--- src/rtl/icap_pkg.sv ---
package icap_pkg;
    // Source selection encoding
    typedef enum logic {
        SRC_PIN = 1'b0,
        SRC_CMP = 1'b1
    } icap_src_e;

    localparam int SYNC_STAGES_DEF = 2;
    localparam int FILT_DEPTH_DEF  = 4;
    localparam int CNT_W_DEF       = 16;
endpackage

--- src/rtl/icap_sync.sv ---
module icap_sync #(
    parameter int STAGES = 2
) (
    input  logic clk,
    input  logic rst_n,
    input  logic d,
    output logic q
);
    logic [STAGES-1:0] chain_d, chain_q;

    generate
        if (STAGES == 1) begin : g_single
            always_comb chain_d = d;
        end else begin : g_multi
            always_comb chain_d = {chain_q[STAGES-2:0], d};
        end
    endgenerate

    always_ff @(posedge clk or negedge rst_n) begin
        if (!rst_n) chain_q <= '0;   // starts low
        else        chain_q <= chain_d;
    end

    assign q = chain_q[STAGES-1];
endmodule

--- src/rtl/icap_filter.sv ---
module icap_filter #(
    parameter int DEPTH = 4
) (
    input  logic clk,
    input  logic rst_n,
    input  logic en,
    input  logic d,
    output logic q
);
    localparam int HW = DEPTH - 1;

    typedef struct packed {
        logic [HW-1:0] hist;
        logic          lvl;
    } filt_s;

    filt_s st_d, st_q;
    logic [DEPTH-1:0] window;

    // the level moves only when every sample in the window agrees
    always_comb begin
        window    = {st_q.hist, d};
        st_d      = st_q;
        st_d.hist = window[HW-1:0];
        if (!en)              st_d.lvl = d;
        else if (&window)     st_d.lvl = 1'b1;
        else if (~|window)    st_d.lvl = 1'b0;
    end

    always_ff @(posedge clk or negedge rst_n) begin
        if (!rst_n) st_q <= '0;
        else        st_q <= st_d;
    end

    // bypass adds no delay when the filter is off
    assign q = en ? st_q.lvl : d;
endmodule

--- src/rtl/icap_edge.sv ---
module icap_edge (
    input  logic clk,
    input  logic rst_n,
    input  logic lvl,
    input  logic rise_sel,
    input  logic enable,
    output logic evt
);
    logic prev_d, prev_q;

    always_comb begin
        prev_d = lvl;
        // polarity decides which transition counts
        evt    = enable && (lvl != prev_q) && (lvl == rise_sel);
    end

    always_ff @(posedge clk or negedge rst_n) begin
        if (!rst_n) prev_q <= 1'b0;
        else        prev_q <= prev_d;
    end
endmodule

--- src/rtl/icap_unit.sv ---
module icap_unit
    import icap_pkg::*;
#(
    parameter int W           = CNT_W_DEF,
    parameter int SYNC_STAGES = SYNC_STAGES_DEF,
    parameter int FILT_DEPTH  = FILT_DEPTH_DEF
) (
    input  logic         clk,
    input  logic         rst_n,
    input  logic         pin_in,
    input  logic         cmp_in,
    input  logic         src_sel,
    input  logic         filt_en,
    input  logic         edge_rise,
    input  logic         top_is_cap,
    input  logic [W-1:0] cnt_val,
    input  logic         cnt_at_top,
    input  logic         cap_wr_en,
    input  logic [W-1:0] cap_wr_data,
    input  logic         flag_wr_one,
    input  logic         irq_ack,
    input  logic         irq_en,
    input  logic         gie,
    output logic [W-1:0] cap_val,
    output logic         cap_flag,
    output logic         irq
);
    typedef struct packed {
        logic [W-1:0] cap;
        logic         flag;
    } core_s;

    core_s st_d, st_q;
    logic  src_raw, src_sync, src_lvl, cap_evt;
    logic  set_flag, clr_flag;

    // source multiplexer
    always_comb begin
        src_raw = (icap_src_e'(src_sel) == SRC_CMP) ? cmp_in : pin_in;
    end

    icap_sync #(.STAGES(SYNC_STAGES)) u_sync (
        .clk   (clk),
        .rst_n (rst_n),
        .d     (src_raw),
        .q     (src_sync)
    );

    icap_filter #(.DEPTH(FILT_DEPTH)) u_filt (
        .clk   (clk),
        .rst_n (rst_n),
        .en    (filt_en),
        .d     (src_sync),
        .q     (src_lvl)
    );

    // detection is switched off while the capture register is TOP
    icap_edge u_edge (
        .clk      (clk),
        .rst_n    (rst_n),
        .lvl      (src_lvl),
        .rise_sel (edge_rise),
        .enable   (!top_is_cap),
        .evt      (cap_evt)
    );

    always_comb begin
        st_d     = st_q;
        set_flag = cap_evt || (top_is_cap && cnt_at_top);
        clr_flag = irq_ack || flag_wr_one;
        // a capture outranks a CPU write
        if (cap_evt)        st_d.cap = cnt_val;
        else if (cap_wr_en) st_d.cap = cap_wr_data;
        // set outranks clear
        if (set_flag)       st_d.flag = 1'b1;
        else if (clr_flag)  st_d.flag = 1'b0;
    end

    always_ff @(posedge clk or negedge rst_n) begin
        if (!rst_n) st_q <= '0;
        else        st_q <= st_d;
    end

    assign cap_val  = st_q.cap;
    assign cap_flag = st_q.flag;
    assign irq      = st_q.flag && irq_en && gie;
endmodule

--- config.mk ---
export PLATFORM = sky130hd
export DESIGN_NAME = icap_unit
export DESIGN_NICKNAME = d
export VERILOG_FILES = /design/src/rtl/icap_pkg.sv /design/src/rtl/icap_sync.sv /design/src/rtl/icap_filter.sv /design/src/rtl/icap_edge.sv /design/src/rtl/icap_unit.sv
export SDC_FILE = /design/constraint.sdc
export NUM_CORES = 1
export LEC_CHECK = 0
export BUFFER_PORTS_ARGS = -buffer_cell sky130_fd_sc_hd__buf_4
export CORE_ASPECT_RATIO = 1.75
export CORE_UTILIZATION = 40
export CTS_BUF_LIST = sky130_fd_sc_hd__clkbuf_8
export CTS_CLUSTER_SIZE = 28
export DETAILED_ROUTE_END_ITERATION = 10
export GPL_ROUTABILITY_DRIVEN = 0
export GPL_TIMING_DRIVEN = 0
export PLACE_DENSITY = 0.85
export SLEW_MARGIN = 40
export SYNTH_ARGS = -nofsm -noshare
export SYNTH_HDL_FRONTEND = slang
export SYNTH_SLANG_ARGS = --single-unit
--- constraint.sdc ---
create_clock -name clk -period 4.75 [get_ports clk]
set_input_delay 0.95 -clock clk [delete_from_list [all_inputs] [get_ports clk]]
set_output_delay 0.95 -clock clk [all_outputs]
set_load 0.01 [all_outputs]
### Word level (Yosys, flattened, before mapping)

Cells that the tools add are included.
Widths: inputs -> output; s select.

| storage, ports and cells | value |
|---|---|
| output and inout port bits | 18 |
| memory bits (writable) | 0 |
| logic and storage cells | 30 |
| memories kept | 0 |
| latch bits | 0 |
| bits in read-only memories | 0 |
| bits in registers | 24 |

| cells by class | value |
|---|---|
| shift-type cells | 0 |
| $lt $le $gt $ge | 0 |
| reduce and logical (&&, ||, !) cells | 12 |
| divide/modulo/power cells | 0 |
| $add $sub $neg | 0 |
| eq/ne operators | 3 |
| multiply operators | 0 |
| bitwise gates (word level) | 0 |
| mux-type cells | 9 |

Operators by type and width:

| operator | number |
|---|---|
| $mux 16 | 2 |
| $mux 1 | 7 |
| $logic_and 1x1->1 | 5 |
| $reduce_and 4->1 | 1 |
| $reduce_bool 2->1 | 2 |
| $reduce_or 4->1 | 1 |
| $ne 3x2->1 const B | 1 |
| $logic_or 1x1->1 | 2 |
| $eq 1x1->1 | 1 |
| $logic_not 1->1 | 1 |
| $ne 1x1->1 | 1 |

### Depth between registers and ports, before layout

| logic depth | value |
|---|---|
| word-level depth | 6 |
| depth in mapped cells | 4 |
| gate-level depth less buffers | 3 |

### Hierarchy

From an unflattened synthesis, not the netlist that was laid out.

| second synthesis, totals | value |
|---|---|
| cells, all modules | 91 |
| area, all modules | 1047.3 um^2 |

By module, submodules not included:

| module | times used | area each (um^2) | cells an instance |
|---|---|---|---|
| icap_unit | 1 | 807.0 | 75 |
| icap_filter | 1 | 140.1 | 10 |
| icap_edge | 1 | 50.0 | 4 |
| icap_sync | 1 | 50.0 | 2 |

### Least setup slack after synthesis

OpenSTA, ideal clock, no wires.

| path | value |
|---|---|
| kind | input -> register |
| start | input port filt_en |
| end | register st_q (netlist bit cap_val[10]) |
| setup time | 0.125 ns |
| path buffers | 1 |
| data required time | 4.625 ns |
| cell stages on the path | 4 |
| data arrival time | 2.185 ns |
| slack | 2.440 ns |
| cell sequence | mux2i_2 -> mux2i_2 -> buf_6 -> mux2_2 |

| between the ends | value |
|---|---|
| cells in the longest elaborated chain, start to end | 5 |

RTL lines:

| item | RTL line | text |
|---|---|---|
| start, declared | icap_unit.sv:13 | `input logic filt_en,` |
| $mux 1 (*) | icap_filter.sv:36 | `assign q = en ? st_q.lvl : d;` |
| $ne 1x1->1 | icap_edge.sv:14 | `evt = enable && (lvl != prev_q) && (lvl == rise_sel);` |
| $logic_and 1x1->1 | icap_edge.sv:14 |  |
| $logic_and 1x1->1 (*) | icap_edge.sv:14 |  |
| $mux 16 / $reduce_bool 2->1 (equally long branches) | n/a |  |
| end signal, assigned | icap_unit.sv:81 | `else st_q <= st_d;` |
| end, declared | icap_unit.sv:33 | `core_s st_d, st_q;` |

Mark *: on every way between the ends. The rest lies on a longest branch, timed or not.
A chain may end at the register's enable or synchronous reset.

### Worst setup path in the final report

| path | value |
|---|---|
| start | input port gie |
| end | output port irq |

| between the ends | value |
|---|---|
| cells in the longest elaborated chain, start to end | 1 |

RTL lines:

| item | RTL line | text |
|---|---|---|
| start, declared | icap_unit.sv:23 | `input logic gie,` |
| $logic_and 1x1->1 | icap_unit.sv:86 | `assign irq = st_q.flag && irq_en && gie;` |
| end, declared | icap_unit.sv:26 | `output logic irq` |

Every way passes these cells.

==> impl_metrics.yaml <==
clock_tree:
  cts_tree: "built"
  clk_pin_slew_ps: 80
  cts_resized: 0
  clk_latency_ps: 270
  clock-sinks: 24
  hold_buffers: 0
  post-cts-setup-buffers: 0
  htreeDepth: 1
  cts_made_buffers: 3
  clk_path_buf_depth: 2
  root_buffer: "clkbuf_8"
critical_path:
  worstPathRequired_ps: 3800
  path_max_fanout: 1
  path_class: "input port to output port"
  crit_path_start_kind: "input port"
  critical_path.endpoint_type: "output port"
  cp.arrival_ps: 1360
placement:
  portBuffers: 62
  dpl.hpwl_mm: 2.09
  place_inst: 162
timing:
  drv_slew: 0
  final-hold-violation-count: 0
  worst_slew_pin_slew_ps: 558
  maxSlewHeadroom: 0.621
  rsz0062_at_grt: "no"
  finalCritPeriodShare: 0.487
  finalSetupViolCount: 0
  skew_ps: 7.70
  max_freq_mhz: 433
  hold_ws_ps: 362
  fin_tns_setup_ps: 0
  layout_min_cycle_time_ps: 2310
detailed_routing:
  drc: 0
  wl_mm: 2.58
  drt_iter0_drc: 15
  wl_per_cell_um: 15.5
  dr.pass1.iters: 4
  vias_per_cell: 5.19
  drt.antenna.violating_nets: 0
  vias: 862
layout:
  multiInputGateArea_um2: 459
  nFillCells: 201
  drive_gt1_frac: 0.736
  diodes: 0
  fin_cells: 166
  nNetsFinal: 187
  syn_to_final_growth_pct: 50.9
  ff_latch_area_um2: 601
  final_cell_mix: "62 x buf_4, 33 x mux2_2, 24 x dfrtp_1, 4 x clkbuf_8"
  final_common_cell: "buf_4"
power:
  pwr-share-clk: 0.251
  combPwrFrac: 0.286
  p_leak_nw: 0.794
  seqPwrFrac: 0.464
  power_density_mw_per_mm2: 332
  power_w: 0.000545
  switching_share: 0.249
  ir_drop_mv: 0.242
  intPower_w: 0.000409
  p_sw_w: 0.000136
floorplan:
  dieHeight_um: 71.0
  num_rows: 24
  design.die.area_mm2: 0.00294
  start_util: 0.431
  coreArea_mm2: 0.00252
  die_w_um: 41.4
  io_pins: 64
global_routing:
  grt_max_degree: 25
  grt_pass1_wl_mm: 4.17
  grt-ovfl-total: 0
  grt_usage: 0.185
  grt_pass1_vias: 922
  antenna_found_initial: 0
min_path:
  min_path_type: "flop to flop"
synthesis:
  synthCells: 74
  synth_fp_nets: 120
  synth_seq_area_share: 0.552
  netlist_area_mm2: 0.00109
  ys_types: 16
  ys_warn_count: 0
  avgSynthCellArea_um2: 14.7
  ys_ff_latch: 24
outcome:
  outcome: "finished, final reports clean"
flow_run:
  maxCapViolCount: 0
kinds of logic (layout without fill, tap and decap cells):
group	after synthesis	after routing	share of synthesized area
multiplexers	35	35	0.367
buffers and inverters	5	71	0.0253
flip-flops	24	24	0.552
AND/OR/NAND/NOR	7	7	0.0357
AO/OA/AOI/OAI	3	3	0.0196
metal layers:
layer / vias up / GRT usage / wire [um]
met2: 57 / 0.345 / 1470
met5: - / 0 / 0
li1: 398 / - / -
met3: 12 / 0.0306 / 201
met1: 395 / 0.185 / 809
met4: 0 / 0.111 / 99
power groups by stage:
stage                     logic [W]  registers (W)  clock network (W)
after floorplan           0.0000622       0.000267                  0
after global placement     0.000151       0.000254                  0
after detailed placement   0.000158       0.000257                  0
after CTS                  0.000158       0.000253           0.000141
after global routing       0.000166       0.000257           0.000148
final                      0.000156       0.000253           0.000137
registers in the layout, indices dropped and copies added, names as in the netlist:
register and flops:
cap_val 16, u_filt.st_d 2, u_filt.st_q 2, u_sync.chain_q 2
cap_flag 1, u_edge.prev_q 1
critical path: stages:
cell    delay, ps
buf_4         110
and3_1        170
buf_4         140
stage by stage:
step                worst slack (ps)  cell area [um2]  utilization
detailed placement              2150             1590        0.628
global placement                2190             1590        0.628
global route                    2360             1640        0.650
finish                          2440             1640        0.650
CTS                             2430             1640        0.650
floorplan                       2440             1090            -
area by class of cell:
type / count / area share
plain buffers: 3 / 0.0122
clock buffers: 4 / 0.0336
inverters: 2 / 0.00458
multi-input cells: 45 / 0.280
flip-flops and latches: 24 / 0.366
well taps: 26 / 0.0198
repair buffers: 62 / 0.284
synthesized netlist by cell type, drive strengths merged:
master | number | share of area
nand3 | 1 | 0.0046
and3 | 1 | 0.0058
a2bb2oi | 1 | 0.0081
mux2 | 33 | 0.34
nor2 | 1 | 0.0034
mux2i | 2 | 0.025
dfrtp | 24 | 0.55
a22oi | 1 | 0.0069
clkbuf | 1 | 0.0034
a21oi | 1 | 0.0046
buf | 2 | 0.015
nand2 | 1 | 0.0034
nor3 | 1 | 0.0046
inv | 2 | 0.0069
nor3b | 2 | 0.014
worst paths after layout:
check,cells after the start,to,start,slack (ps)
worst max-delay path,3,irq,gie,2440
worst min-delay path,0,u_sync.chain_q[1]$_DFF_PN0_,u_sync.chain_q[0]$_DFF_PN0_,360
worst max register to register,4,cap_val[6]$_DFFE_PN0P_,u_sync.chain_q[1]$_DFF_PN0_,2840
worst min register to register,0,u_sync.chain_q[1]$_DFF_PN0_,u_sync.chain_q[0]$_DFF_PN0_,360
max in group asynchronous,1,u_filt.st_q[3]$_DFF_PN0_,rst_n,3940
min in group asynchronous,1,cap_val[11]$_DFFE_PN0P_,rst_n,570
No activity file was read; power rests on OpenSTA's default activity.
